`config.mk`:
```
export PLATFORM = sky130hd
export DESIGN_NAME = hash_ctl_frontend
export DESIGN_NICKNAME = d
export VERILOG_FILES = /design/src/rtl/hash_fe_pkg.sv /design/src/rtl/hash_rx_fifo.sv /design/src/rtl/hash_core_stub.sv /design/src/rtl/hash_ctl_frontend.sv
export SDC_FILE = /design/constraint.sdc
export NUM_CORES = 2
export LEC_CHECK = 0
export ABC_AREA = 1
export BUFFER_PORTS_ARGS = -buffer_cell sky130_fd_sc_hd__buf_2
export CAP_MARGIN = 20
export CORE_MARGIN = 5
export CORE_UTILIZATION = 26
export CTS_CLUSTER_SIZE = 30
export DETAILED_ROUTE_END_ITERATION = 7
export SYNTH_ARGS = -nofsm -noshare
export SYNTH_HDL_FRONTEND = slang
export SYNTH_HIERARCHICAL = 1
export SYNTH_SLANG_ARGS = --single-unit
```
`constraint.sdc`:
```
create_clock -name clk -period 4.03 [get_ports clk]
set_input_delay 0.6045 -clock clk [delete_from_list [all_inputs] [get_ports clk]]
set_output_delay 0.6045 -clock clk [all_outputs]
set_load 0.005 [all_outputs]
```
`src/rtl/hash_fe_pkg.sv`:
```
package hash_fe_pkg;
  localparam int WORD_W  = 32;
  localparam int LANES   = 5;
  localparam int ADDR_W  = 4;

  typedef logic [LANES-1:0][WORD_W-1:0] chain_t;

  localparam logic [ADDR_W-1:0] A_CTRL = 4'd0;
  localparam logic [ADDR_W-1:0] A_STAT = 4'd1;
  localparam logic [ADDR_W-1:0] A_DATA = 4'd2;
  localparam logic [ADDR_W-1:0] A_IV0  = 4'd3;
  localparam logic [ADDR_W-1:0] A_DIG0 = 4'd8;

  localparam int CB_EN     = 0;
  localparam int CB_SHA    = 1;
  localparam int CB_RESUME = 2;
  localparam int CB_FIN    = 3;

  localparam int SB_OVF   = 8;
  localparam int SB_VALID = 9;
  localparam int SB_BUSY  = 10;

  function automatic logic [WORD_W-1:0] std_init(input int k, input logic sha);
    case (k)
      0: return 32'h6745_2301;
      1: return 32'hEFCD_AB89;
      2: return 32'h98BA_DCFE;
      3: return 32'h1032_5476;
      default: return sha ? 32'hC3D2_E1F0 : 32'h0;
    endcase
  endfunction

  function automatic chain_t absorb(input chain_t h, input logic [WORD_W-1:0] w);
    chain_t r;
    for (int k = 0; k < LANES; k++) r[k] = {h[k][WORD_W-2:0], h[k][WORD_W-1]} ^ w;
    return r;
  endfunction

  function automatic logic [7:0] free_slots(input int depth, input int count);
    return 8'(depth - count);
  endfunction
endpackage

```
`src/rtl/hash_rx_fifo.sv`:
```
module hash_rx_fifo #(
  parameter int DEPTH = 32,
  parameter int W     = 32,
  localparam int AW   = $clog2(DEPTH),
  localparam int CW   = $clog2(DEPTH + 1)
) (
  input  logic          clk,
  input  logic          rst_n,
  input  logic          flush,
  input  logic          push,
  input  logic [W-1:0]  push_data,
  input  logic          pop,
  output logic [W-1:0]  head,
  output logic          empty,
  output logic          full,
  output logic [CW-1:0] count
);
  logic [W-1:0]  mem [DEPTH];
  logic [AW-1:0] wp, rp;
  logic          do_push, do_pop;

  assign empty   = (count == '0);
  assign full    = (count == CW'(DEPTH));
  assign do_push = push && !full;
  assign do_pop  = pop && !empty;
  assign head    = mem[rp];

  function automatic logic [AW-1:0] nxt(input logic [AW-1:0] p);
    return (p == AW'(DEPTH - 1)) ? '0 : p + 1'b1;
  endfunction

  always_ff @(posedge clk) begin
    if (do_push && !flush) mem[wp] <= push_data;
  end

  always_ff @(posedge clk or negedge rst_n) begin
    if (!rst_n) begin
      wp <= '0; rp <= '0; count <= '0;
    end else if (flush) begin
      wp <= '0; rp <= '0; count <= '0;
    end else begin
      if (do_push) wp <= nxt(wp);
      if (do_pop)  rp <= nxt(rp);
      case ({do_push, do_pop})
        2'b10:   count <= count + 1'b1;
        2'b01:   count <= count - 1'b1;
        default: count <= count;
      endcase
    end
  end
endmodule

```
`src/rtl/hash_core_stub.sv`:
```
module hash_core_stub
  import hash_fe_pkg::*;
#(
  parameter int WORD_CYCLES = 4,
  parameter int FIN_CYCLES  = 8,
  localparam int CNTW = $clog2(WORD_CYCLES + 1),
  localparam int FW   = $clog2(FIN_CYCLES + 1)
) (
  input  logic              clk,
  input  logic              rst_n,
  input  logic              enable,
  input  logic              start,
  input  logic              sha,
  input  logic              resume,
  input  chain_t            iv,
  input  logic              word_avail,
  input  logic [WORD_W-1:0] word,
  input  logic              finish_req,
  output logic              word_pop,
  output logic              done,
  output chain_t            chain
);
  logic [CNTW-1:0] gap;
  logic [FW-1:0]   fin_cnt;
  logic            fin_act;
  chain_t          init_val;

  for (genvar k = 0; k < LANES; k++) begin : g_init
    assign init_val[k] = resume ? iv[k] : std_init(k, sha);
  end

  assign word_pop = enable && !start && word_avail && (gap == '0) && !fin_act;
  assign done     = fin_act && (fin_cnt == '0);

  always_ff @(posedge clk or negedge rst_n) begin
    if (!rst_n) begin
      chain <= '0; gap <= '0; fin_act <= 1'b0; fin_cnt <= '0;
    end else if (start) begin
      chain <= init_val; gap <= '0; fin_act <= 1'b0; fin_cnt <= '0;
    end else if (!enable) begin
      gap <= '0; fin_act <= 1'b0; fin_cnt <= '0;
    end else begin
      if (word_pop) begin
        chain <= absorb(chain, word);
        gap   <= CNTW'(WORD_CYCLES - 1);
      end else if (gap != '0) begin
        gap <= gap - 1'b1;
      end
      if (fin_act) begin
        if (fin_cnt == '0) fin_act <= 1'b0;
        else               fin_cnt <= fin_cnt - 1'b1;
      end else if (finish_req && !word_avail && gap == '0) begin
        fin_act <= 1'b1;
        fin_cnt <= FW'(FIN_CYCLES - 1);
      end
    end
  end
endmodule

```
`src/rtl/hash_ctl_frontend.sv`:
```
module hash_ctl_frontend
  import hash_fe_pkg::*;
#(
  parameter int DEPTH       = 32,
  parameter int WORD_CYCLES = 4,
  parameter int FIN_CYCLES  = 8,
  localparam int CW = $clog2(DEPTH + 1)
) (
  input  logic              clk,
  input  logic              rst_n,
  input  logic              bus_wr,
  input  logic [ADDR_W-1:0] bus_addr,
  input  logic [WORD_W-1:0] bus_wdata,
  output logic [WORD_W-1:0] bus_rdata
);
  logic en_q, sha_q, res_q, fin_q, ovf_q, valid_q, done_d;
  chain_t iv_q, dig_q, chain;
  logic ctrl_wr, start_evt, stop_evt;
  logic fifo_push_req, fifo_push_ok, fifo_full, fifo_empty, core_pop, core_done;
  logic [CW-1:0] fifo_count;
  logic [WORD_W-1:0] fifo_head, status_word, dig_lane4;

  assign ctrl_wr       = bus_wr && (bus_addr == A_CTRL);
  assign start_evt     = ctrl_wr && bus_wdata[CB_EN] && !en_q;
  assign stop_evt      = ctrl_wr && !bus_wdata[CB_EN];
  assign fifo_push_req = bus_wr && (bus_addr == A_DATA) && en_q;
  assign fifo_push_ok  = fifo_push_req && !fifo_full;
  assign dig_lane4     = dig_q[LANES-1];

  hash_rx_fifo #(.DEPTH(DEPTH), .W(WORD_W)) u_fifo (
    .clk(clk), .rst_n(rst_n), .flush(start_evt || stop_evt),
    .push(fifo_push_req), .push_data(bus_wdata), .pop(core_pop),
    .head(fifo_head), .empty(fifo_empty), .full(fifo_full), .count(fifo_count)
  );

  hash_core_stub #(.WORD_CYCLES(WORD_CYCLES), .FIN_CYCLES(FIN_CYCLES)) u_core (
    .clk(clk), .rst_n(rst_n), .enable(en_q), .start(start_evt),
    .sha(bus_wdata[CB_SHA]), .resume(bus_wdata[CB_RESUME]), .iv(iv_q),
    .word_avail(!fifo_empty), .word(fifo_head), .finish_req(fin_q),
    .word_pop(core_pop), .done(core_done), .chain(chain)
  );

  always_ff @(posedge clk or negedge rst_n) begin
    if (!rst_n) begin
      en_q <= 1'b0; sha_q <= 1'b0; res_q <= 1'b0; fin_q <= 1'b0;
      ovf_q <= 1'b0; valid_q <= 1'b0; done_d <= 1'b0;
    end else begin
      done_d <= core_done && !start_evt && !stop_evt;
      if (start_evt) begin
        en_q  <= 1'b1;
        sha_q <= bus_wdata[CB_SHA];
        res_q <= bus_wdata[CB_RESUME];
      end else if (stop_evt) begin
        en_q <= 1'b0; sha_q <= 1'b0; res_q <= 1'b0;
      end
      if (start_evt || stop_evt)                     fin_q <= 1'b0;
      else if (ctrl_wr && bus_wdata[CB_FIN] && en_q) fin_q <= 1'b1;
      else if (core_done)                            fin_q <= 1'b0;
      if (start_evt)                                 ovf_q <= 1'b0;
      else if (fifo_push_req && fifo_full)           ovf_q <= 1'b1;
      if (start_evt || stop_evt)                     valid_q <= 1'b0;
      else if (done_d)                               valid_q <= 1'b1;
    end
  end

  for (genvar k = 0; k < LANES; k++) begin : g_lane
    always_ff @(posedge clk or negedge rst_n) begin
      if (!rst_n) begin
        iv_q[k]  <= '0;
        dig_q[k] <= '0;
      end else begin
        if (bus_wr && bus_addr == ADDR_W'(int'(A_IV0) + k)) iv_q[k] <= bus_wdata;
        if (done_d) dig_q[k] <= (k == LANES - 1 && !sha_q) ? '0 : chain[k];
      end
    end
  end

  assign status_word = {21'b0, fin_q, valid_q, ovf_q, free_slots(DEPTH, int'(fifo_count))};

  always_comb begin
    bus_rdata = '0;
    if (bus_addr == A_CTRL)      bus_rdata = {28'b0, fin_q, res_q, sha_q, en_q};
    else if (bus_addr == A_STAT) bus_rdata = status_word;
    for (int k = 0; k < LANES; k++) begin
      if (bus_addr == ADDR_W'(int'(A_IV0) + k))  bus_rdata = iv_q[k];
      if (bus_addr == ADDR_W'(int'(A_DIG0) + k)) bus_rdata = dig_q[k];
    end
  end
endmodule

```
After elaboration in Yosys (flattened, before gate mapping)
Memories as Yosys holds them, arrays and structs flattened. Cells that the tools add are included.

Memories: 1. Output and inout bits: 32. Logic and storage cells: 169. Bits in registers: 511. Bits in writable memories: 1024.

Reductions and logical operators: 51. $add $sub $neg: 7. Muxes and demuxes: 57. Bitwise gates (word level): 5. Eq/ne operators: 20.

Memory list: u_fifo.mem (words 32, bits a word 32, read ports 1, clocked after Yosys merged registers in 0, wr ports 1, line hash_rx_fifo.sv:18) `logic [W-1:0] mem [DEPTH];`.

Operators by type and width (count): 32-bit two-way mux (17); 160-bit two-way mux (3); 32-bit XOR (5); 5-bit two-way mux (6); 1-bit logical AND (26); 11-bit two-way mux (2); 4-bit equality test, second input constant (5); 4-bit two-way mux (5); 1-bit two-way mux (18); 4-bit by 3-bit equality test with 1-bit output, second input constant (4); 2-bit nonzero test (7); 3-bit two-way mux (4); 6-bit case mux with 2 select lines (1); 5-bit by 1-bit adder with 5-bit output, second input constant (2); 5-bit equality test, second input constant (2); 3-bit nonzero test (3); 4-bit by 2-bit equality test with 1-bit output, second input constant (2); 1-bit logical NOT (8); 4-bit logical NOT (2); 4-bit by 1-bit inequality test with 1-bit output, second input constant (2); 6-bit by 6-bit subtractor with 7-bit output, first input constant (1); 6-bit by 1-bit adder with 6-bit output, second input constant (1); 6-bit equality test, second input constant (1); 6-bit logical NOT (1); 11 further kinds (12).

Longest topological paths before layout
Word-level depth: 13. Gate-level depth with buffers: 24. Gate-level depth less buffers: 23.

By module
The synthesis kept the hierarchy.

By module, submodules not included: hash_rx_fifo (sequential area each 31149.9 um^2, cells each 3533, area each 42349.4 um^2, times used 1); hash_ctl_frontend (sequential area each 8182.8 um^2, cells each 1795, area each 14442.6 um^2, times used 1); hash_core_stub (sequential area each 4204.0 um^2, cells each 1635, area each 10455.0 um^2, times used 1).

Least setup slack after synthesis
OpenSTA, ideal clock, no wires.

Path type: input-to-reg. From: input bus_wr. To: memory u_fifo.mem[0][0], enable pin. Cell stages on the path: 7. Setup time: 0.421 ns. Required time: 3.609 ns. Path buffers: 1. Arrival: 3.140 ns. Path slack: 0.469 ns. Cell sequence: clkbuf_1 nand2_1 nor3_1 nand2_2 nor2_2 nand2_1 nor2_1.

RTL lines: start, declared (line hash_ctl_frontend.sv:11) `input logic bus_wr,`; 1-bit logical AND (2 in series) (line hash_ctl_frontend.sv:26) `assign fifo_push_req = bus_wr && (bus_addr == A_DATA) && en_q;`; named net fifo_push_req (line hash_ctl_frontend.sv:19) `logic fifo_push_req, fifo_push_ok, fifo_full, fifo_empty, core_pop, core_done;`; 1-bit logical AND (line hash_rx_fifo.sv:24) `assign do_push = push && !full;`; 1-bit logical AND (line hash_rx_fifo.sv:33) `if (do_push && !flush) mem[wp] <= push_data;`; 1-bit two-way mux (line hash_rx_fifo.sv:33); 1-bit two-way mux (not written as such) (line hash_rx_fifo.sv:33); end, declared (line hash_rx_fifo.sv:18).

The timed path passes the listed nets, and every way through them passes these cells.

Worst setup path in the final report
From: register u_fifo.rp[0]. To: register u_core/chain[3] in the netlist's numbering.

Longest elaborated chain between the ends: 5.

RTL lines: start, declared (line hash_rx_fifo.sv:19) `logic [AW-1:0] wp, rp;`; start signal, assigned (line hash_rx_fifo.sv:43) `if (do_pop) rp <= nxt(rp);`; memory read 32 x 32 bit; named net fifo_head[3] (line hash_ctl_frontend.sv:21) `logic [WORD_W-1:0] fifo_head, status_word, dig_lane4;`; 32-bit XOR (line hash_fe_pkg.sv:35) `for (int k = 0; k < LANES; k++) r[k] = {h[k][WORD_W-2:0], h[k][WORD_W-1]} ^ w;`; 160-bit two-way mux (line hash_core_stub.sv:43) `if (word_pop) begin`; 160-bit two-way mux (line hash_core_stub.sv:40) `end else if (!enable) begin`; 160-bit two-way mux (line hash_core_stub.sv:38) `end else if (start) begin`; end signal, assigned (line hash_core_stub.sv:44) `chain <= absorb(chain, word);`; end, declared (line hash_core_stub.sv:21) `output chain_t chain`.

The timed path passes the listed nets, and every way through them passes these cells. The select of a mux whose other input is x is not followed. A chain may end at the register's enable or synchronous reset.

==> flow_summary_export.csv <==
group,metric,value,unit
clock_network,cts_buffers,146,
worst_hold_path,hold-path-cell-count,1,
logic_synthesis,yosys_warnings,6,
setup_path,arrival,4.35,ns
setup_path,end_kind,"flip-flop",
route,first_pass_iters,5,
placed_design,post-dp-hpwl,124000,um
job,drv_cap,0,
pwr,ir_drop,0.000514,V
logic_synthesis,ys_types,37,
cells_and_area,final_cell_count_no_fill,10494,
logic_synthesis,syn_nets,7018,
pwr,p_per_area,716,nW/um2
die,die_h,519,um
setup_path,setup.worst_path.start,"u_fifo/rp[0]",
route,route.antenna.remaining_nets,0,
route,viasPerCell,4.87,
die,die_w,519,um
cells_and_area,area_growth,14.4,%
setup_path,worst-path-max-fanout,130,
cells_and_area,drive_above_1_share,7.97,%
setup_path,max_stage_delay,0.61,ns
clock_network,numClockSinks,1535,
placed_design,dp_cells,10217,
logic_synthesis,avgSynthCellArea,9.66,um2
timing,fmax,274,MHz
logic_synthesis,ys_seq_area_share,64.7,%
setup_path,start_kind,"flip-flop",
logic_synthesis,syn_area,67200,um2
global_route,grt_overflow,0,
route,wl_per_cell,19.7,um
setup_path,crit_top_cell,"nand2_1",
timing,fin_crit,3.64,ns
timing,fin_tns_setup,0,ns
die,core_area,257000,um2
setup_path,reg2reg_from,"u_fifo/rp[0]",
setup_path,path_class,"flip-flop to flip-flop",
timing,worst_pin_slew,1.14,ns
route,vias,51101,
route,wl,207000,um
setup_path,cp_cell_sequence,"inv_16 > buf_4 > nand2_1 > nand3_1 > nand3_1 > nand2_1 > nand2_1 > nand2_1 > nand2_1 > nand2_1 > inv_1 > nand2_1 > nand3_1 > nand2_1 > nand2_1 > o21ai_1",
cells_and_area,nNetsFinal,7037,
timing,finalHoldViolCount,0,
die,pin_count,71,
timing,finalMaxSlewViolations,0,
die,rows,186,
clock_network,htree_levels,4,
global_route,grt_pass1_vias,48689,
cells_and_area,nFillCells,26329,
clock_network,clock_latency,0.78,ns
global_route,grt_use_total,14.9,%
route,drc,0,
timing,slew_headroom,24.1,%
clock_network,cts_buffer_depth,3,
setup_path,cp.depth,16,
clock_network,cts_tree,"done",
setup_path,crit_buf_inv,3,
logic_synthesis,synth_cells,6963,
die,dieArea,269000,um2
route,drtIter0Drc,6267,
placed_design,io_buffer_count,70,
timing,setup_violations,0,
clock_network,clk_pin_slew_worst_paths,0.07,ns
timing,period_share,90.4,%
worst_hold_path,hp-class,"primary input to flip-flop",
clock_network,cts_root_buf,"clkbuf_16",
global_route,grt_pass1_wl,310000,um
die,start_util,26.1,%
setup_path,cp_slowest_cell,"dfrtp_4",
pwr,leakage,30.9,nW
setup_path,critical_path.top_delay_family,"simple AND/OR/NAND/NOR gates",
worst_hold_path,hold_path.startpoint,"bus_wdata[21]",
status,status,"completed",
logic_synthesis,synth_seq_cells,1535,
placed_design,gp_congestion,0.844,
global_route,grt_antenna_before_repair,23,
setup_path,r2r_cells,16,
timing,skew,0.0372,ns
global_route,grt_max_degree,209,
timing,rsz0062_at_grt,"false",
setup_path,crit_required,4.74,ns
timing repair:
item / CTS / global route
hold buffers: 1 / 0
gates resized for setup: 0 / 0
buffers inserted: 0 / 0
endpoints found under the hold margin: 13 / 0
sequential cells by signal, summed over array words and instances, names as in the netlist:
| signal | count |
|---|---|
| u_core/fin_act | 1 |
| dig_q | 128 |
| valid_q | 1 |
| fin_q | 1 |
| u_fifo/wp | 5 |
| u_fifo/mem | 1024 |
| done_d | 1 |
| u_fifo/count | 6 |
| u_core/gap | 3 |
| en_q | 1 |
| ovf_q | 1 |
| u_fifo/rp | 5 |
| u_core/chain | 160 |
| dig_lane4 | 32 |
| u_core/fin_cnt | 4 |
| sha_q | 1 |
| res_q | 1 |
| iv_q | 160 |
cells by family after synthesis:
kind of cell	after synthesis	share of synthesized area, %
AOI/OAI and AO/OA	619	4.75
xor gates and xnor gates	7	0.0912
adders and majority gates	16	0.309
buffers and inverters	750	5.33
DFF	1535	64.7
and+or+nand+nor	4036	24.8
synthesized netlist by cell type (all sizes together):
master,n,share of area (%)
nand2,2808,16
nand3,1044,7.8
edfxtp,1024,46
dfrtp,511,19
o21ai,457,3.4
inv,353,2.0
buf,276,2.7
a21oi,130,0.97
nor2,125,0.74
clkbuf,119,0.66
nand4,40,0.37
o2111ai,20,0.26
ha,15,0.28
nor3,9,0.074
o22ai,8,0.074
or2,6,0.056
xnor2,5,0.065
o211ai,3,0.033
clkinv,2,0.011
nand3b,2,0.022
xor2,2,0.026
a31oi,1,0.0093
and2,1,0.0093
fa,1,0.030
nor4,1,0.0093
stage by stage:
step	util [%]	setup WS (ns)	power [mW]	hold WS (ns)	cell area (um2)
final	29.9	0.387	55.1	0.263	76900
after global routing	29.9	0.286	58.4	0.242	76900
after CTS	29.9	0.487	55.0	0.199	76900
after detailed placement	28.0	0.394	40.9	0.459	72100
after global placement	28.0	0.390	40.5	0.454	72100
after floorplan	-	0.469	34.1	0.309	67200
worst paths after layout:
check / endpoint / slack (ns)
max in group asynchronous: u_fifo/count[2] / 2.31
worst max register to register: u_core/chain[3] / 0.39
worst max-delay path: u_core/chain[3] / 0.39
min in group asynchronous: iv_q[38] / 0.48
worst min-delay path: u_fifo/mem[16][21] / 0.26
worst min register to register: dig_q[23] / 0.47
worst register-to-register path, stage by stage, from the launching register on:
cell,delay [ns]
dfrtp_4,0.61
inv_16,0.30
buf_4,0.62
nand2_1,0.08
nand3_1,0.07
nand3_1,0.09
nand2_1,0.12
nand2_1,0.06
nand2_1,0.11
nand2_1,0.25
nand2_1,0.56
inv_1,0.27
nand2_1,0.12
nand3_1,0.08
nand2_1,0.10
nand2_1,0.05
o21ai_1,0.10
cell type report:
| cell class | count | area (um2) | share of cell area (%) |
|---|---|---|---|
| inverter | 355 | 1370 | 1.78 |
| clock buffer | 191 | 4050 | 5.26 |
| clock inverter | 77 | 754 | 0.981 |
| sequential | 1535 | 43600 | 56.6 |
| timing repair buffer | 266 | 2520 | 3.28 |
| tap | 3384 | 4230 | 5.50 |
| multi-input combinational | 4678 | 20400 | 26.5 |
| antenna | 8 | 20.0 | 0.0260 |
power breakdown:
part	switching [mW]	internal, mW	leakage [nW]
clock	6.13	7.89	2.33
sequential	1.59	19.0	15.5
combinational	14.6	5.93	13.0
total	22.3	32.8	30.9
routing by layer:
layer  vias to the layer above  part of all wire, %  GRT usage (%)
li1                      23342                    -              -
met1                     25223                   45           21.9
met2                      2236                   43           22.5
met3                       284                  9.6           3.07
met4                        16                  1.8           3.35
met5                         -                0.056              0
layout by cell type (no fill, tap or decap), types with 2 or more instances in the layout:
cell / n
nand3_1: 1044
xnor2_1: 5
nand4_1: 40
edfxtp_1: 1024
nor3_1: 7
buf_12: 55
clkinv_2: 21
clkbuf_16: 151
nor2_1: 82
clkbuf_1: 28
nand3b_1: 2
nor2_4: 35
clkinv_1: 24
clkinvlp_2: 5
o21ai_1: 178
ha_1: 15
clkinvlp_4: 5
dfrtp_4: 5
or2_2: 6
inv_16: 2
clkinv_8: 4
o2111ai_1: 20
clkbuf_8: 12
buf_4: 140
inv_6: 8
nand2_2: 10
o211ai_1: 3
buf_2: 69
inv_1: 340
inv_2: 8
diode_2: 8
o21ai_0: 279
a21oi_1: 129
xor2_1: 2
o22ai_1: 8
nor2_2: 8
nand2_1: 2796
dfrtp_1: 505
bufinv_16: 12
No activity file was read; power rests on OpenSTA's default activity.
